[config.mk]
export PLATFORM = sky130hd
export DESIGN_NAME = mm_index_gen
export DESIGN_NICKNAME = d
export VERILOG_FILES = /design/src/rtl/mm_idx_pkg.sv /design/src/rtl/mm_cfg_check.sv /design/src/rtl/mm_loop_ctr.sv /design/src/rtl/mm_index_gen.sv
export SDC_FILE = /design/constraint.sdc
export NUM_CORES = 1
export LEC_CHECK = 0
export BUFFER_PORTS_ARGS = -buffer_cell sky130_fd_sc_hd__clkbuf_2
export CAP_MARGIN = 15
export CORE_MARGIN = 2
export CORE_UTILIZATION = 65
export DETAILED_ROUTE_END_ITERATION = 10
export PLACE_DENSITY_LB_ADDON = 0.12
export RECOVER_POWER = 25
export SLEW_MARGIN = 40
export SYNTH_ARGS = -nofsm -noshare
export SYNTH_HDL_FRONTEND = slang
export SYNTH_SLANG_ARGS = --single-unit
[constraint.sdc]
create_clock -name clk -period 10.65 [get_ports clk]
set_input_delay 1.065 -clock clk [delete_from_list [all_inputs] [get_ports clk]]
set_output_delay 1.065 -clock clk [all_outputs]
set_load 0.02 [all_outputs]
[src/rtl/mm_idx_pkg.sv]
package mm_idx_pkg;
  localparam int DIM_W     = 7;
  localparam int OFS_W     = 7;
  localparam int ORD_W     = 3;
  localparam int MAX_STEPS = 127;
  localparam int N_ORDERS  = 6;

  // dimension selectors: i = A row, v = shared, j = B column
  typedef logic [1:0] dsel_t;
  localparam dsel_t D_I = 2'd0;
  localparam dsel_t D_V = 2'd1;
  localparam dsel_t D_J = 2'd2;

  typedef struct packed {
    dsel_t outer;
    dsel_t mid;
    dsel_t inner;
  } nest_t;

  typedef enum logic {ST_IDLE, ST_RUN} gen_state_t;

  function automatic nest_t decode_order(input logic [ORD_W-1:0] sel);
    nest_t r;
    case (sel)
      3'd1:    r = '{outer: D_I, mid: D_J, inner: D_V};
      3'd2:    r = '{outer: D_V, mid: D_I, inner: D_J};
      3'd3:    r = '{outer: D_V, mid: D_J, inner: D_I};
      3'd4:    r = '{outer: D_J, mid: D_I, inner: D_V};
      3'd5:    r = '{outer: D_J, mid: D_V, inner: D_I};
      default: r = '{outer: D_I, mid: D_V, inner: D_J};
    endcase
    return r;
  endfunction

  // row-major linear offset: row * stride + col
  function automatic int lin_ofs(input int row, input int stride, input int col);
    return row * stride + col;
  endfunction
endpackage

[src/rtl/mm_cfg_check.sv]
module mm_cfg_check
  import mm_idx_pkg::*;
#(
  parameter int W   = DIM_W,
  parameter int LIM = MAX_STEPS
) (
  input  logic [W-1:0]     dim_m,
  input  logic [W-1:0]     dim_k,
  input  logic [W-1:0]     dim_n,
  input  logic [ORD_W-1:0] order,
  output logic             cfg_ok
);
  localparam int PW = 3 * W;
  logic [PW-1:0] prod;
  logic          nonzero;
  logic          fits;
  logic          ord_legal;

  always_comb begin
    prod      = PW'(dim_m) * PW'(dim_k) * PW'(dim_n);
    nonzero   = (dim_m != '0) && (dim_k != '0) && (dim_n != '0);
    fits      = prod <= PW'(LIM);
    ord_legal = int'(order) < N_ORDERS;
    cfg_ok    = nonzero && fits && ord_legal;
  end
endmodule

[src/rtl/mm_loop_ctr.sv]
module mm_loop_ctr #(
  parameter int W = 7
) (
  input  logic         clk,
  input  logic         rst_n,
  input  logic         load,
  input  logic [W-1:0] dim_in,
  input  logic         rev_in,
  input  logic         adv,
  input  logic         active,
  output logic [W-1:0] val,
  output logic [W-1:0] dim_q,
  output logic         at_end
);
  logic         rev_q;
  logic [W-1:0] load_v;
  logic [W-1:0] wrap_v;

  assign load_v = rev_in ? dim_in - W'(1) : '0;
  assign wrap_v = rev_q  ? dim_q  - W'(1) : '0;
  assign at_end = rev_q ? (val == '0) : (val == dim_q - W'(1));

  always_ff @(posedge clk) begin
    if (!rst_n) begin
      val   <= '0;
      dim_q <= '0;
      rev_q <= 1'b0;
    end else if (load) begin
      val   <= load_v;
      dim_q <= dim_in;
      rev_q <= rev_in;
    end else if (adv) begin
      if (at_end)     val <= wrap_v;
      else if (rev_q) val <= val - W'(1);
      else            val <= val + W'(1);
    end
  end

  AST_CTR_IN_RANGE: assert property (@(posedge clk) disable iff (!rst_n)
    active |-> val < dim_q);
  AST_WRAP_RESTART: assert property (@(posedge clk) disable iff (!rst_n)
    (adv && at_end && !load) |=> val == $past(wrap_v));
endmodule

[src/rtl/mm_index_gen.sv]
module mm_index_gen
  import mm_idx_pkg::*;
#(
  parameter int DW  = DIM_W,
  parameter int OW  = OFS_W,
  parameter int LIM = MAX_STEPS
) (
  input  logic             clk,
  input  logic             rst_n,
  input  logic             start,
  input  logic [DW-1:0]    cfg_m,
  input  logic [DW-1:0]    cfg_k,
  input  logic [DW-1:0]    cfg_n,
  input  logic [2:0]       cfg_rev,
  input  logic [ORD_W-1:0] cfg_order,
  input  logic             step_ready,
  output logic             step_valid,
  output logic [OW-1:0]    ofs_c,
  output logic [OW-1:0]    ofs_a,
  output logic [OW-1:0]    ofs_b,
  output logic             done,
  output logic             err
);
  gen_state_t    st;
  nest_t         nest_q;
  logic          cfg_ok;
  logic          accept;
  logic          load;
  logic          fire;
  logic          last;
  logic          wrap_inner;
  logic          wrap_mid;
  logic [DW-1:0] cfg_dim [3];
  logic [DW-1:0] cnt     [3];
  logic [DW-1:0] dlen    [3];
  logic [2:0]    at_end;
  logic [2:0]    adv;

  mm_cfg_check #(.W(DW), .LIM(LIM)) u_chk (
    .dim_m (cfg_m),
    .dim_k (cfg_k),
    .dim_n (cfg_n),
    .order (cfg_order),
    .cfg_ok(cfg_ok)
  );

  assign cfg_dim[0] = cfg_m;
  assign cfg_dim[1] = cfg_k;
  assign cfg_dim[2] = cfg_n;

  assign accept     = (st == ST_IDLE) && start;
  assign load       = accept && cfg_ok;
  assign step_valid = (st == ST_RUN);
  assign fire       = step_valid && step_ready;
  assign wrap_inner = at_end[nest_q.inner];
  assign wrap_mid   = at_end[nest_q.mid];
  assign last       = &at_end;
  assign done       = step_valid && last;

  for (genvar g = 0; g < 3; g++) begin : g_dim
    assign adv[g] = fire && ((nest_q.inner == dsel_t'(g)) ? 1'b1 :
                             (nest_q.mid   == dsel_t'(g)) ? wrap_inner :
                                                            (wrap_inner && wrap_mid));
    mm_loop_ctr #(.W(DW)) u_ctr (
      .clk   (clk),
      .rst_n (rst_n),
      .load  (load),
      .dim_in(cfg_dim[g]),
      .rev_in(cfg_rev[g]),
      .adv   (adv[g]),
      .active(step_valid),
      .val   (cnt[g]),
      .dim_q (dlen[g]),
      .at_end(at_end[g])
    );
  end

  always_ff @(posedge clk) begin
    if (!rst_n) begin
      st     <= ST_IDLE;
      err    <= 1'b0;
      nest_q <= decode_order('0);
    end else if (accept) begin
      err    <= !cfg_ok;
      nest_q <= decode_order(cfg_order);
      if (cfg_ok) st <= ST_RUN;
    end else if (fire && last) begin
      st <= ST_IDLE;
    end
  end

  int c_lin, a_lin, b_lin;
  always_comb begin
    c_lin = lin_ofs(int'(cnt[0]), int'(dlen[2]), int'(cnt[2]));
    a_lin = lin_ofs(int'(cnt[0]), int'(dlen[1]), int'(cnt[1]));
    b_lin = lin_ofs(int'(cnt[1]), int'(dlen[2]), int'(cnt[2]));
    ofs_c = c_lin[OW-1:0];
    ofs_a = a_lin[OW-1:0];
    ofs_b = b_lin[OW-1:0];
  end

  AST_DONE_NEEDS_VALID: assert property (@(posedge clk) disable iff (!rst_n)
    done |-> step_valid);
  AST_IDLE_AFTER_LAST: assert property (@(posedge clk) disable iff (!rst_n)
    (done && step_ready) |=> !step_valid);
  AST_ERR_NO_STEPS: assert property (@(posedge clk) disable iff (!rst_n)
    err |-> !step_valid);
  AST_STALL_HOLD: assert property (@(posedge clk) disable iff (!rst_n)
    (step_valid && !step_ready) |=> step_valid && $stable(ofs_c) && $stable(ofs_a) && $stable(ofs_b));
  AST_START_IGNORED: assert property (@(posedge clk) disable iff (!rst_n)
    (step_valid && start && !done) |=> step_valid && !err);
endmodule

==> Word-level counts from Yosys, hierarchy flattened <==
Cells that the tools add are included.
W data, S select, Z words.
{ "classes": {"mul": 5, "shifts": 0, "bitwise": 1, "n_addsub": 15, "mux": 35, "n_div": 0, "eq_ne": 13, "n_reduce_logical": 28, "n_lt_le_gt_ge": 4} }
{ "op_table": {"columns": ["operator", "count"], "rows": [
  ["$mux W7", 18],
  ["$sub A7 B1 Y7 const B", 9],
  ["$add A7 B1 Y7 const B", 3],
  ["$add A7 B7 Y7", 3],
  ["$eq A7 B7 Y1", 3],
  ["$le A21 B7 Y1 const B", 1],
  ["$logic_not A7 Y1", 3],
  ["$mul A14 B7 Y21", 1],
  ["$mul A7 B7 Y7", 3],
  ["$reduce_bool A7 Y1", 3],
  ["$pmux W4 S5", 1],
  ["$mul A7 B7 Y14", 1],
  ["$mux W1", 14],
  ["$logic_and A1 B1 Y1", 13],
  ["$reduce_bool A2 Y1", 4],
  ["$eq A3 B2 Y1 const B", 2],
  ["$eq A3 B3 Y1 const B", 2],
  ["$lt A2 B3 Y1 const B", 2],
  ["$bmux W1 S2", 2],
  ["$eq A2 B1 Y1 const B", 2],
  ["$eq A2 B2 Y1 const B", 2],
  ["$logic_not A2 Y1", 2],
  ["$eq A3 B1 Y1 const B", 1],
  ["$lt A3 B3 Y1 const B", 1],
  ["5 further kinds", 5]
]} }
{ "totals": {"n_memories": 0, "mem_bits_ro": 0, "register_bits": 51, "latch_bits": 0, "wordCells": 114, "out_inout_bits": 24, "mem_bits_rw": 0} }

==> Longest topological paths before layout <==
Gate-level depths: netlist of run 1.
{ "depth": {"ltp_word": 11, "ltp_mapped": 38, "depth_no_buf": 34} }

==> By module <==
A second synthesis of run 1 with hierarchy kept.
{ "unflattened": {"hier_cells": 1403, "area_unflattened_um2": 11718.7} }
{ "modules_own_cells": {"columns": ["mod", "n_inst", "seq_area_each_um2", "area_per_inst_um2", "cells_each"], "rows": [
  ["mm_cfg_check", 1, 0.0, 4797.1, 562],
  ["mm_loop_ctr", 3, 300.3, 1320.0, 159],
  ["mm_index_gen", 1, 120.1, 2961.6, 364]
]} }

==> Worst setup path before layout of run 1 <==
No wires, ideal clock.
{ "synth_timing": {"kind": "input port to flip-flop", "start": "in cfg_k[6]", "end": "reg g_dim[0].u_ctr.dim_q[2]", "slack_ps": 1136, "stages": 34, "path_buffers": 3, "arrival_time_ps": 9386, "required_ps": 10522, "path_cell_list": "clkbuf_1 -> nand2_1 -> fa_1 -> fa_1 -> fa_1 -> inv_1 -> fa_1 -> ha_1 -> a21boi_0 -> o21ai_0 -> a21oi_1 -> o21ai_0 -> nand2_1 -> xor2_1 -> nand2_1 -> fa_1 -> inv_1 -> fa_1 -> fa_1 -> inv_1 -> fa_1 -> inv_1 -> ha_1 -> a21oi_1 -> a21boi_0 -> o22ai_1 -> nor4_1 -> nand2_1 -> nor4_1 -> o2111a_1 -> buf_4 -> buf_4 -> mux2i_1 -> nor2_1"} }
{ "synth_via": {"elab_chain_cells": 6, "word_cells_on_any_way": 9} }
{ "synth_rtl": {"columns": ["item", "line_no", "text"], "rows": [
  ["start: declaration", "mm_index_gen.sv:12", "input logic [DW-1:0] cfg_k,"],
  ["$mul A7 B7 Y14 or $reduce_bool A7 Y1 (tied branches)", "mm_cfg_check.sv:20, mm_cfg_check.sv:21", null],
  ["$mul A14 B7 Y21 or $logic_and A1 B1 Y1 (tied branches)", "mm_cfg_check.sv:20, mm_cfg_check.sv:21", null],
  ["$le A21 B7 Y1 or $logic_and A1 B1 Y1 (tied branches)", "mm_cfg_check.sv:22, mm_cfg_check.sv:21", null],
  ["$logic_and A1 B1 Y1 * (2 in a row)", "mm_cfg_check.sv:24", "cfg_ok = nonzero && fits && ord_legal;"],
  ["$logic_and A1 B1 Y1 *", "mm_index_gen.sv:52", "assign load = accept && cfg_ok;"],
  ["end signal: assignment", "mm_loop_ctr.sv:30", "dim_q <= dim_in;"],
  ["end: declaration", "mm_loop_ctr.sv:12", "output logic [W-1:0] dim_q,"]
]} }
Every way passes the cells marked *; elsewhere a longest branch is shown, timed or not.
A chain may end at the register's enable or synchronous reset.

==> Worst setup path in the final report of run 1 <==
{ "layout_timing": {"start": "in cfg_m[0]", "end": "reg g_dim[0].u_ctr.dim_q[0]"} }
{ "layout_via": {"elab_chain_cells": 6, "word_cells_on_any_way": 9} }
{ "layout_rtl": {"columns": ["item", "line_no", "text"], "rows": [
  ["start: declaration", "mm_index_gen.sv:11", "input logic [DW-1:0] cfg_m,"],
  ["$mul A7 B7 Y14 or $reduce_bool A7 Y1 (tied branches)", "mm_cfg_check.sv:20, mm_cfg_check.sv:21", null],
  ["$mul A14 B7 Y21 or $logic_and A1 B1 Y1 (tied branches)", "mm_cfg_check.sv:20, mm_cfg_check.sv:21", null],
  ["$le A21 B7 Y1 or $logic_and A1 B1 Y1 (tied branches)", "mm_cfg_check.sv:22, mm_cfg_check.sv:21", null],
  ["$logic_and A1 B1 Y1 (2 in a row)", "mm_cfg_check.sv:24", null],
  ["$logic_and A1 B1 Y1", "mm_index_gen.sv:52", null]
]} }
Parallel ways exist; a longest one is shown, timed or not.

==> results of run 1 <==
## sequential cells by signal, summed over array words and instances (netlist names)
register,flops
step_valid,1
nest_q,4
g_dim.u_ctr.val,21
g_dim.u_ctr.rev_q,3
g_dim.u_ctr.dim_q,21
err,1
## area by class of cell
| class | count | area, sq um | area share |
|---|---|---|---|
| inverter | 188 | 706 | 0.0582 |
| multi-input combinational | 1112 | 9670 | 0.798 |
| timing repair buffer | 57 | 284 | 0.0234 |
| tap | 229 | 287 | 0.0236 |
| sequential | 51 | 1020 | 0.0842 |
| clock buffer | 6 | 139 | 0.0115 |
| clock inverter | 2 | 16.3 | 0.00134 |
## worst max-delay path, delay by kind of cell
kind	cells	cell delay (ns)
AO/OA/AOI/OAI	8	1.92
XOR/XNOR	1	0.28
adder cells (fa/ha/maj)	10	4.86
buffers and inverters	6	0.71
multiplexers	1	0.23
AND/OR/NAND/NOR	7	1.07
## through the flow
stage                     worst slack (ns)  instance area, sq um
final                                0.602                 12100
after global routing                0.0455                 12100
after floorplan                       1.14                 11800
after CTS                            0.553                 12100
after global placement               0.515                 12000
after detailed placement             0.265                 12000
## metal layers
| metal | routed length [um] | vias to the layer above | global-route usage |
|---|---|---|---|
| li1 | - | 4701 | - |
| met1 | 12000 | 4729 | 0.390 |
| met2 | 13500 | 249 | 0.506 |
| met3 | 1060 | 41 | 0.0180 |
| met4 | 738 | 0 | 0.0925 |
| met5 | 0 | - | 0 |
## logic make-up after synthesis
kind of cell,count (synthesis),share of synthesized area
xor gates and xnor gates,116,0.0887
muxes,37,0.0318
AOI/OAI and AO/OA,229,0.133
and+or+nand+nor,465,0.205
DFF,51,0.0865
adders and majority gates,265,0.359
buffers and inverters,266,0.0964
## worst min path at each step
stage / endpoint / slack [ns] / cells past startpoint
final: err / 0.47 / 2
after global routing: err / 0.51 / 2
after CTS: err / 0.47 / 2
after detailed placement: err / 0.46 / 2
after global placement: err / 0.45 / 2
after floorplan: g_dim[0].u_ctr.dim_q[3] / 0.50 / 2
## synthesized netlist by cell type, types with 15 or more instances
master | number | area (sq um)
sky130_fd_sc_hd__nor2_1 | 81 | 304
sky130_fd_sc_hd__xor2_1 | 32 | 280
sky130_fd_sc_hd__ha_1 | 143 | 1790
sky130_fd_sc_hd__nand4_1 | 16 | 100
sky130_fd_sc_hd__a21o_1 | 19 | 143
sky130_fd_sc_hd__and2_1 | 120 | 751
sky130_fd_sc_hd__nor3_1 | 20 | 100
sky130_fd_sc_hd__nand2_1 | 125 | 469
sky130_fd_sc_hd__xnor2_1 | 82 | 718
sky130_fd_sc_hd__a21oi_1 | 61 | 305
sky130_fd_sc_hd__inv_1 | 187 | 702
sky130_fd_sc_hd__nor2b_1 | 15 | 93.8
sky130_fd_sc_hd__mux2i_1 | 33 | 330
sky130_fd_sc_hd__fa_1 | 122 | 2440
sky130_fd_sc_hd__clkbuf_1 | 52 | 195
sky130_fd_sc_hd__nand3_1 | 18 | 90.1
sky130_fd_sc_hd__o21ai_0 | 33 | 165
sky130_fd_sc_hd__dfxtp_1 | 51 | 1020
==> run summary, run 1 <==
Setup path
• CP endpoint: g_dim[0].u_ctr.dim_q[0]
• cell occurring most often along the worst timing path: sky130_fd_sc_hd__fa_1
• crit path max fanout: 41
• Worst Path Class, Setup: in2reg
• Slowest Stage Delay on Critical Path: 0.56 ns
• nature of the critical path endpoint: flip-flop
• terminus of the critical flop-to-flop path: g_dim[1].u_ctr.val[6]
• r2r worst-path depth: 11
• standard cell with the maximum stage delay on the critical path: sky130_fd_sc_hd__fa_1
• startpoint kind of the worst setup timing path: primary input
• arrival time of the worst setup path: 10.19 ns
• worst setup path start: cfg_m[0]
• Crit path required time: 10.79 ns
• flop-to-flop setup slack: 6.82 ns
• Reg-to-Reg Start: g_dim[2].u_ctr.dim_q[0]

Synth
• net count after synthesis: 1725
• cell area after technology mapping: 11800 sq um
• number of warnings issued by yosys: 0
• sequential fraction of the synthesis area: 0.0865
• distinct cell type count after synthesis: 84
• proportion of register bits with asynchronous set or reset after synthesis: 0
• EDFF count, synth: 0
• gate count after technology mapping: 1429
• flip-flop and latch count after synthesis: 51
• primary flip-flop cell chosen by synthesis mapping: sky130_fd_sc_hd__dfxtp_1
• mean area per synthesized cell: 8.26 sq um

Drt
• per-cell via count in the routed design: 5.91
• remaining antenna violation count after routing: 0
• drt pass-1 iters: 5
• Wirelength per Cell: 16.6 um
• detailed-route via count: 9720
• Detailed Route WL: 27.4 mm
• number of violations reported at the end of detailed-routing iteration 0: 661
• Residual DRC: 0

Global route
• first-pass GRT wire length: 47.0 mm
• GRT Util Overall: 0.290
• antenna violations before repair: 0
• vias in the first global route: 9603
• maximum number of pins on one net before global-route repair: 42
• global route overflow: 0

Final layout
• P&R area growth vs syn: 2.68%
• most frequent cells in the layout: sky130_fd_sc_hd__inv_1, sky130_fd_sc_hd__ha_1, sky130_fd_sc_hd__nand2_1
• Post-layout nets: 1711
• number of diodes: 0
• ratio of cells with drive above 1 in the final layout: 0.0572
• fill count: 1584
• final non-filler cell total: 1645
• Final Util: 0.677
• commonest non-fill, non-tap cell in the layout: sky130_fd_sc_hd__inv_1

Min path
• class of the worst hold path: reg2reg
• hold_sp: err

CTS
• depth of the CTS H-tree: 2
• CTS tree: done
• insertion delay to the later sink of the worst-skew pair: 0.29 ns
• number of instances resized during post-cts repair: 0
• maximum clock path buffer count: 2
• Clock Sink Count: 51
• cts bufs inserted: 5
• buffer type at the clock tree root: sky130_fd_sc_hd__clkbuf_16
• Post-CTS Hold Buffers: 0
• register clock-pin slew on the reported worst setup and hold paths: 0.07 ns
• number of post-CTS setup repair buffers: 0

Floorplanning
• die outline width: 139 um
• Boundary Pins: 55
• Die Area: 19300 sq um
• placeable core region: 17900 sq um
• Initial Util: 0.659
• # rows: 49
• Die Span Y: 139 um

STA
• final hold slack: 0.467 ns
• max-slew violation count: 0
• RSZ-0062 raised after global routing: no
• Worst Clk Skew: 0.0100 ns
• Sum Neg Setup Slack: 0 ns
• maximum frequency from static timing analysis: 99.5 MHz
• Relative slew margins: 0.236
• post-route clock period utilization: 0.943
• clock period minus final worst setup slack: 10.05 ns
• total of endpoints with negative setup slack in the final report: 0
• Least-Margin Pin Slew: 1.14 ns
• Final Hold Violating Endpoints: 0

Placement
• # port buffers: 54
• global placement routability congestion: 0.925
• placed wire-length estimate: 22.0 mm
• number of cells in the design after placement: 1637

Run
• max-cap violations: 0

Run status
• result of the run: completed

Power of run 1 is left out: the tool's default activity adds up to more than one toggle a clock period on the data nets, which glitch-free logic cannot reach.
==> run 2, diff against run 1 <==
CELL_PAD_IN_SITES_DETAIL_PLACEMENT = 0   (was default)
CELL_PAD_IN_SITES_GLOBAL_PLACEMENT = 2   (was default)
CORE_UTILIZATION = 40   (was 65)
==> run 2 against run 1 <==
Against the previous run: maximum frequency grew 2.8%; critical path depth down 4; first-iteration DRC count fell by 33%; utilization is 25 points lower; via count down 3.0%; global-route usage is 8.2 points lower; clock-buffer cell count is the same.
==> run summary, run 2 (same netlist as run 1, synthesis figures left out) <==
CTS
• CTS tree: done
• cts bufs inserted: 5
• number of post-CTS setup repair buffers: 0
• register clock-pin slew on the reported worst setup and hold paths: 0.07 ns
• insertion delay to the later sink of the worst-skew pair: 0.29 ns
• buffer type at the clock tree root: sky130_fd_sc_hd__clkbuf_16
• Clock Sink Count: 51
• maximum clock path buffer count: 2
• depth of the CTS H-tree: 2

Setup path
• arrival time of the worst setup path: 10.01 ns
• cell occurring most often along the worst timing path: sky130_fd_sc_hd__fa_1
• worst setup path start: cfg_k[3]
• crit-path leading delay family: adder cells
• Reg-to-Reg Start: g_dim[2].u_ctr.dim_q[0]
• nature of the critical path endpoint: flip-flop
• WP depth: 29
• Slowest Stage Delay on Critical Path: 0.56 ns
• crit path max fanout: 11
• Crit path required time: 10.88 ns
• terminus of the critical flop-to-flop path: g_dim[0].u_ctr.val[4]
• startpoint kind of the worst setup timing path: primary input
• flop-to-flop setup slack: 6.77 ns
• Worst Path Class, Setup: in2reg
• CP endpoint: g_dim[2].u_ctr.val[0]
• r2r worst-path depth: 11
• Crit path buffers/inverters: 3
• standard cell with the maximum stage delay on the critical path: sky130_fd_sc_hd__fa_1

Global route
• first-pass GRT wire length: 51.8 mm
• maximum number of pins on one net before global-route repair: 40
• vias in the first global route: 9610
• GRT Util Overall: 0.208
• global route overflow: 0
• antenna violations before repair: 0

Placement
• placement-stage worst setup slack: 0.325 ns
• placed wire-length estimate: 25.0 mm
• number of cells in the design after placement: 1795
• # port buffers: 54
• cell area after placement: 12200 sq um
• global placement routability congestion: 0.856

Final layout
• combined flip-flop and latch cell area: 1020 sq um
• commonest non-fill, non-tap cell in the layout: sky130_fd_sc_hd__inv_1
• fill count: 3050
• P&R area growth vs syn: 4.53%
• final non-filler cell total: 1803
• most frequent cells in the layout: sky130_fd_sc_hd__inv_1, sky130_fd_sc_hd__ha_1, sky130_fd_sc_hd__nand2_1
• number of diodes: 0
• total area of multi-input combinational cells: 9670 sq um
• biggest regs: g_dim.u_ctr.dim_q (21), g_dim.u_ctr.val (21), nest_q (4)
• Post-layout nets: 1714
• post-layout instance area: 12300 sq um
• ratio of cells with drive above 1 in the final layout: 0.0606

STA
• total of endpoints with negative setup slack in the final report: 0
• maximum frequency from static timing analysis: 102 MHz
• max-slew violation count: 0
• Final Hold Violating Endpoints: 0
• worst path setup slack after routing: 0.873 ns
• RSZ-0062 raised after global routing: no
• clock period minus final worst setup slack: 9.78 ns
• Least-Margin Pin Slew: 0.766 ns
• Relative slew margins: 0.487
• Worst Clk Skew: 0.00584 ns
• Sum Neg Setup Slack: 0 ns
• post-route clock period utilization: 0.918

Floorplanning
• Die Area: 30900 sq um
• Initial Util: 0.409
• # rows: 62
• Boundary Pins: 55
• placeable core region: 28900 sq um
• die outline width: 176 um
• Die Span Y: 176 um

Drt
• Wirelength per Cell: 17.3 um
• Detailed Route WL: 31.1 mm
• Residual DRC: 0
• number of violations reported at the end of detailed-routing iteration 0: 441
• per-cell via count in the routed design: 5.23
• drt pass-1 iters: 5
• detailed-route via count: 9428
• remaining antenna violation count after routing: 0

Min path
• class of the worst hold path: reg2reg
• number of instances on the worst hold path: 2

Run
• max-cap violations: 0

Run status
• result of the run: completed

-- run 2: changes by cell type in the layout (fill, tap and decap cells not counted) --
cell / before / now
sky130_fd_sc_hd__inv_2: 0 / 1
sky130_fd_sc_hd__inv_1: 188 / 187
sky130_fd_sc_hd__a21boi_1: 0 / 1
sky130_fd_sc_hd__clkbuf_1: 17 / 16
sky130_fd_sc_hd__clkbuf_2: 37 / 38
sky130_fd_sc_hd__buf_4: 2 / 5
sky130_fd_sc_hd__a21boi_0: 6 / 5
-- run 2: how the worst min path moves through the flow --
| stage | startpoint | to | slack, ns |
|---|---|---|---|
| final | err | err | 0.45 |
| after global routing | err | err | 0.51 |
| after CTS | err | err | 0.46 |
| after detailed placement | err | err | 0.45 |
| after global placement | err | err | 0.46 |
| after floorplan | g_dim[0].u_ctr.dim_q[3] | g_dim[0].u_ctr.dim_q[3] | 0.50 |
-- run 2: layer usage --
layer	GRT usage	up-vias	part of all wire
met5	0	-	0
met4	0.0379	0	0.014
met3	0.0160	20	0.027
met2	0.369	135	0.50
met1	0.281	4572	0.46
li1	-	4701	-
-- run 2: what timing repair did --
action,4_1_cts,5_1_grt
endpoints found under the setup margin,0,47
hold buffers,0,0
resized for setup,0,3
-- run 2: through the flow --
| step | util | hold slack, ns |
|---|---|---|
| after detailed placement | 0.422 | 0.449 |
| after floorplan | - | 0.498 |
| after CTS | 0.427 | 0.460 |
| after global routing | 0.428 | 0.505 |
| final | 0.428 | 0.455 |
| after global placement | 0.422 | 0.455 |
-- run 2: cell type report --
| cell class | count | area share |
|---|---|---|
| timing repair buffer | 60 | 0.0249 |
| clock inverter | 2 | 0.00132 |
| multi-input combinational | 1112 | 0.784 |
| sequential | 51 | 0.0828 |
| tap | 384 | 0.0389 |
| clock buffer | 6 | 0.0113 |
| inverter | 188 | 0.0572 |
-- run 2: worst register-to-register path, stage by stage, from the launching register on --
cell                       delay, ns
sky130_fd_sc_hd__dfxtp_1        0.54
sky130_fd_sc_hd__inv_1          0.27
sky130_fd_sc_hd__ha_1           0.23
sky130_fd_sc_hd__nor3b_1        0.42
sky130_fd_sc_hd__nor3b_1        0.41
sky130_fd_sc_hd__xor3_1         0.32
sky130_fd_sc_hd__a211o_1        0.29
sky130_fd_sc_hd__a211oi_1       0.46
sky130_fd_sc_hd__o21ai_2        0.12
sky130_fd_sc_hd__a21oi_4        0.36
sky130_fd_sc_hd__mux2i_1        0.27
sky130_fd_sc_hd__o21ai_1        0.08
Power of run 2 is left out for the same reason.
==> run 3, diff against run 2 <==
PLACE_DENSITY = 0.91   (was default)
PLACE_DENSITY_LB_ADDON = default   (was 0.12)
==> run 3 against run 2 <==
Against the previous run: worst setup slack got worse by 0.15 ns; maximum frequency decreased by 1.5%; clock-buffer cell count decreased by 1; critical endpoint is now g_dim[0].u_ctr.dim_q[1].
==> run summary, run 3 (same netlist as run 1, synthesis figures left out) <==
Global route
• first-pass GRT wire length: 50.3 mm
• vias in the first global route: 9735
• antenna violations before repair: 0
• global route overflow: 0
• maximum number of pins on one net before global-route repair: 38
• GRT Util Overall: 0.199

Drt
• per-cell via count in the routed design: 5.28
• remaining antenna violation count after routing: 0
• Met2 Routed Length: 13.9 mm
• Detailed Route WL: 29.6 mm
• wl on met1: 14.0 mm
• Detail Route met3 WL: 1.16 mm
• highest routing layer actually used: met4
• drt pass-1 iters: 4
• detailed-route via count: 9549
• Wirelength per Cell: 16.4 um
• number of violations reported at the end of detailed-routing iteration 0: 546
• Residual DRC: 0

STA
• worst path setup slack after routing: 0.726 ns
• final hold slack: 0.464 ns
• Least-Margin Pin Slew: 0.779 ns
• Worst Clk Skew: 0.00723 ns
• maximum frequency from static timing analysis: 101 MHz
• post-route clock period utilization: 0.932
• Final Hold Violating Endpoints: 0
• Relative slew margins: 0.477
• max-slew violation count: 0
• Sum Neg Setup Slack: 0 ns
• total of endpoints with negative setup slack in the final report: 0
• clock period minus final worst setup slack: 9.92 ns

CTS
• Clock Sink Count: 51
• insertion delay to the later sink of the worst-skew pair: 0.29 ns
• register clock-pin slew on the reported worst setup and hold paths: 0.07 ns
• CTS tree: done
• cts bufs inserted: 5
• depth of the CTS H-tree: 2
• maximum clock path buffer count: 2
• buffer type at the clock tree root: sky130_fd_sc_hd__clkbuf_16

Placement
• placed wire-length estimate: 24.2 mm
• # port buffers: 54
• number of cells in the design after placement: 1796
• placement-stage worst setup slack: 0.121 ns
• global placement routability congestion: 0.841

Setup path
• worst setup path start: cfg_k[6]
• flop-to-flop setup slack: 6.72 ns
• r2r worst-path depth: 11
• nature of the critical path endpoint: flip-flop
• crit path max fanout: 36
• Worst Path Class, Setup: in2reg
• terminus of the critical flop-to-flop path: g_dim[1].u_ctr.val[6]
• Reg-to-Reg Start: g_dim[2].u_ctr.dim_q[0]
• Slowest Stage Delay on Critical Path: 0.56 ns
• Crit path required time: 10.82 ns
• startpoint kind of the worst setup timing path: primary input
• arrival time of the worst setup path: 10.09 ns
• cell occurring most often along the worst timing path: sky130_fd_sc_hd__fa_1
• standard cell with the maximum stage delay on the critical path: sky130_fd_sc_hd__fa_1

Final layout
• fill count: 2990
• final non-filler cell total: 1807
• most frequent cells in the layout: sky130_fd_sc_hd__inv_1, sky130_fd_sc_hd__ha_1, sky130_fd_sc_hd__nand2_1
• biggest regs: g_dim.u_ctr.dim_q (21), g_dim.u_ctr.val (21), nest_q (4)
• ratio of cells with drive above 1 in the final layout: 0.0632
• commonest non-fill, non-tap cell in the layout: sky130_fd_sc_hd__inv_1
• Post-layout nets: 1718
• number of diodes: 0
• P&R area growth vs syn: 4.77%

Floorplanning
• placeable core region: 28900 sq um
• Die Span Y: 176 um
• Die Area: 30900 sq um
• Boundary Pins: 55
• die outline width: 176 um
• # rows: 62
• Initial Util: 0.409

Min path
• hold_sp: err
• class of the worst hold path: reg2reg
• number of instances on the worst hold path: 2
• hold endpoint: err

Run status
• result of the run: completed

Run
• max-cap violations: 0

run 3: worst max-delay path by stage:
stage | endpoint | slack, ns
floorplan | g_dim[0].u_ctr.dim_q[2] | 1.14
global placement | g_dim[0].u_ctr.dim_q[5] | 0.36
detailed placement | g_dim[1].u_ctr.dim_q[3] | 0.12
CTS | g_dim[0].u_ctr.dim_q[1] | 0.40
global route | g_dim[0].u_ctr.dim_q[6] | -0.004
finish | g_dim[0].u_ctr.dim_q[1] | 0.73
run 3: timing repair:
action / 4_1_cts / 5_1_grt
gates resized for setup: 0 / 1
endpoints found under the setup margin: 0 / 44
hold buffers: 0 / 0
setup buffers: 0 / 3
run 3: layout make-up:
| class | instances | area [sq um] | share of cell area |
|---|---|---|---|
| Multi-Input combinational cell | 1112 | 9650 | 0.781 |
| Sequential cell | 51 | 1020 | 0.0826 |
| Inverter | 188 | 706 | 0.0571 |
| Tap cell | 384 | 480 | 0.0389 |
| Timing Repair Buffer | 64 | 352 | 0.0284 |
| Clock buffer | 5 | 125 | 0.0101 |
| Clock inverter | 3 | 28.8 | 0.00233 |
run 3: critical path: cells and delay by family:
family                   cells  cell delay [ns]
adder cells (fa/ha/maj)     10             4.90
AO/OA/AOI/OAI                8             1.72
AND/OR/NAND/NOR              7             1.02
buffers and inverters        7             0.80
XOR/XNOR                     1             0.33
multiplexers                 1             0.22
run 3: through the flow:
stage / cell area [sq um] / utilization
2_1_floorplan: 11800 / -
3_3_place_gp: 12200 / 0.422
3_5_place_dp: 12200 / 0.422
4_1_cts: 12300 / 0.428
5_1_grt: 12400 / 0.429
6_report: 12400 / 0.429
run 3: routing by layer:
layer	global-route usage	vias up
met5	0	-
met4	0.0420	0
met3	0.0210	26
met2	0.340	194
met1	0.272	4613
li1	-	4716
Power of run 3 is left out for the same reason.
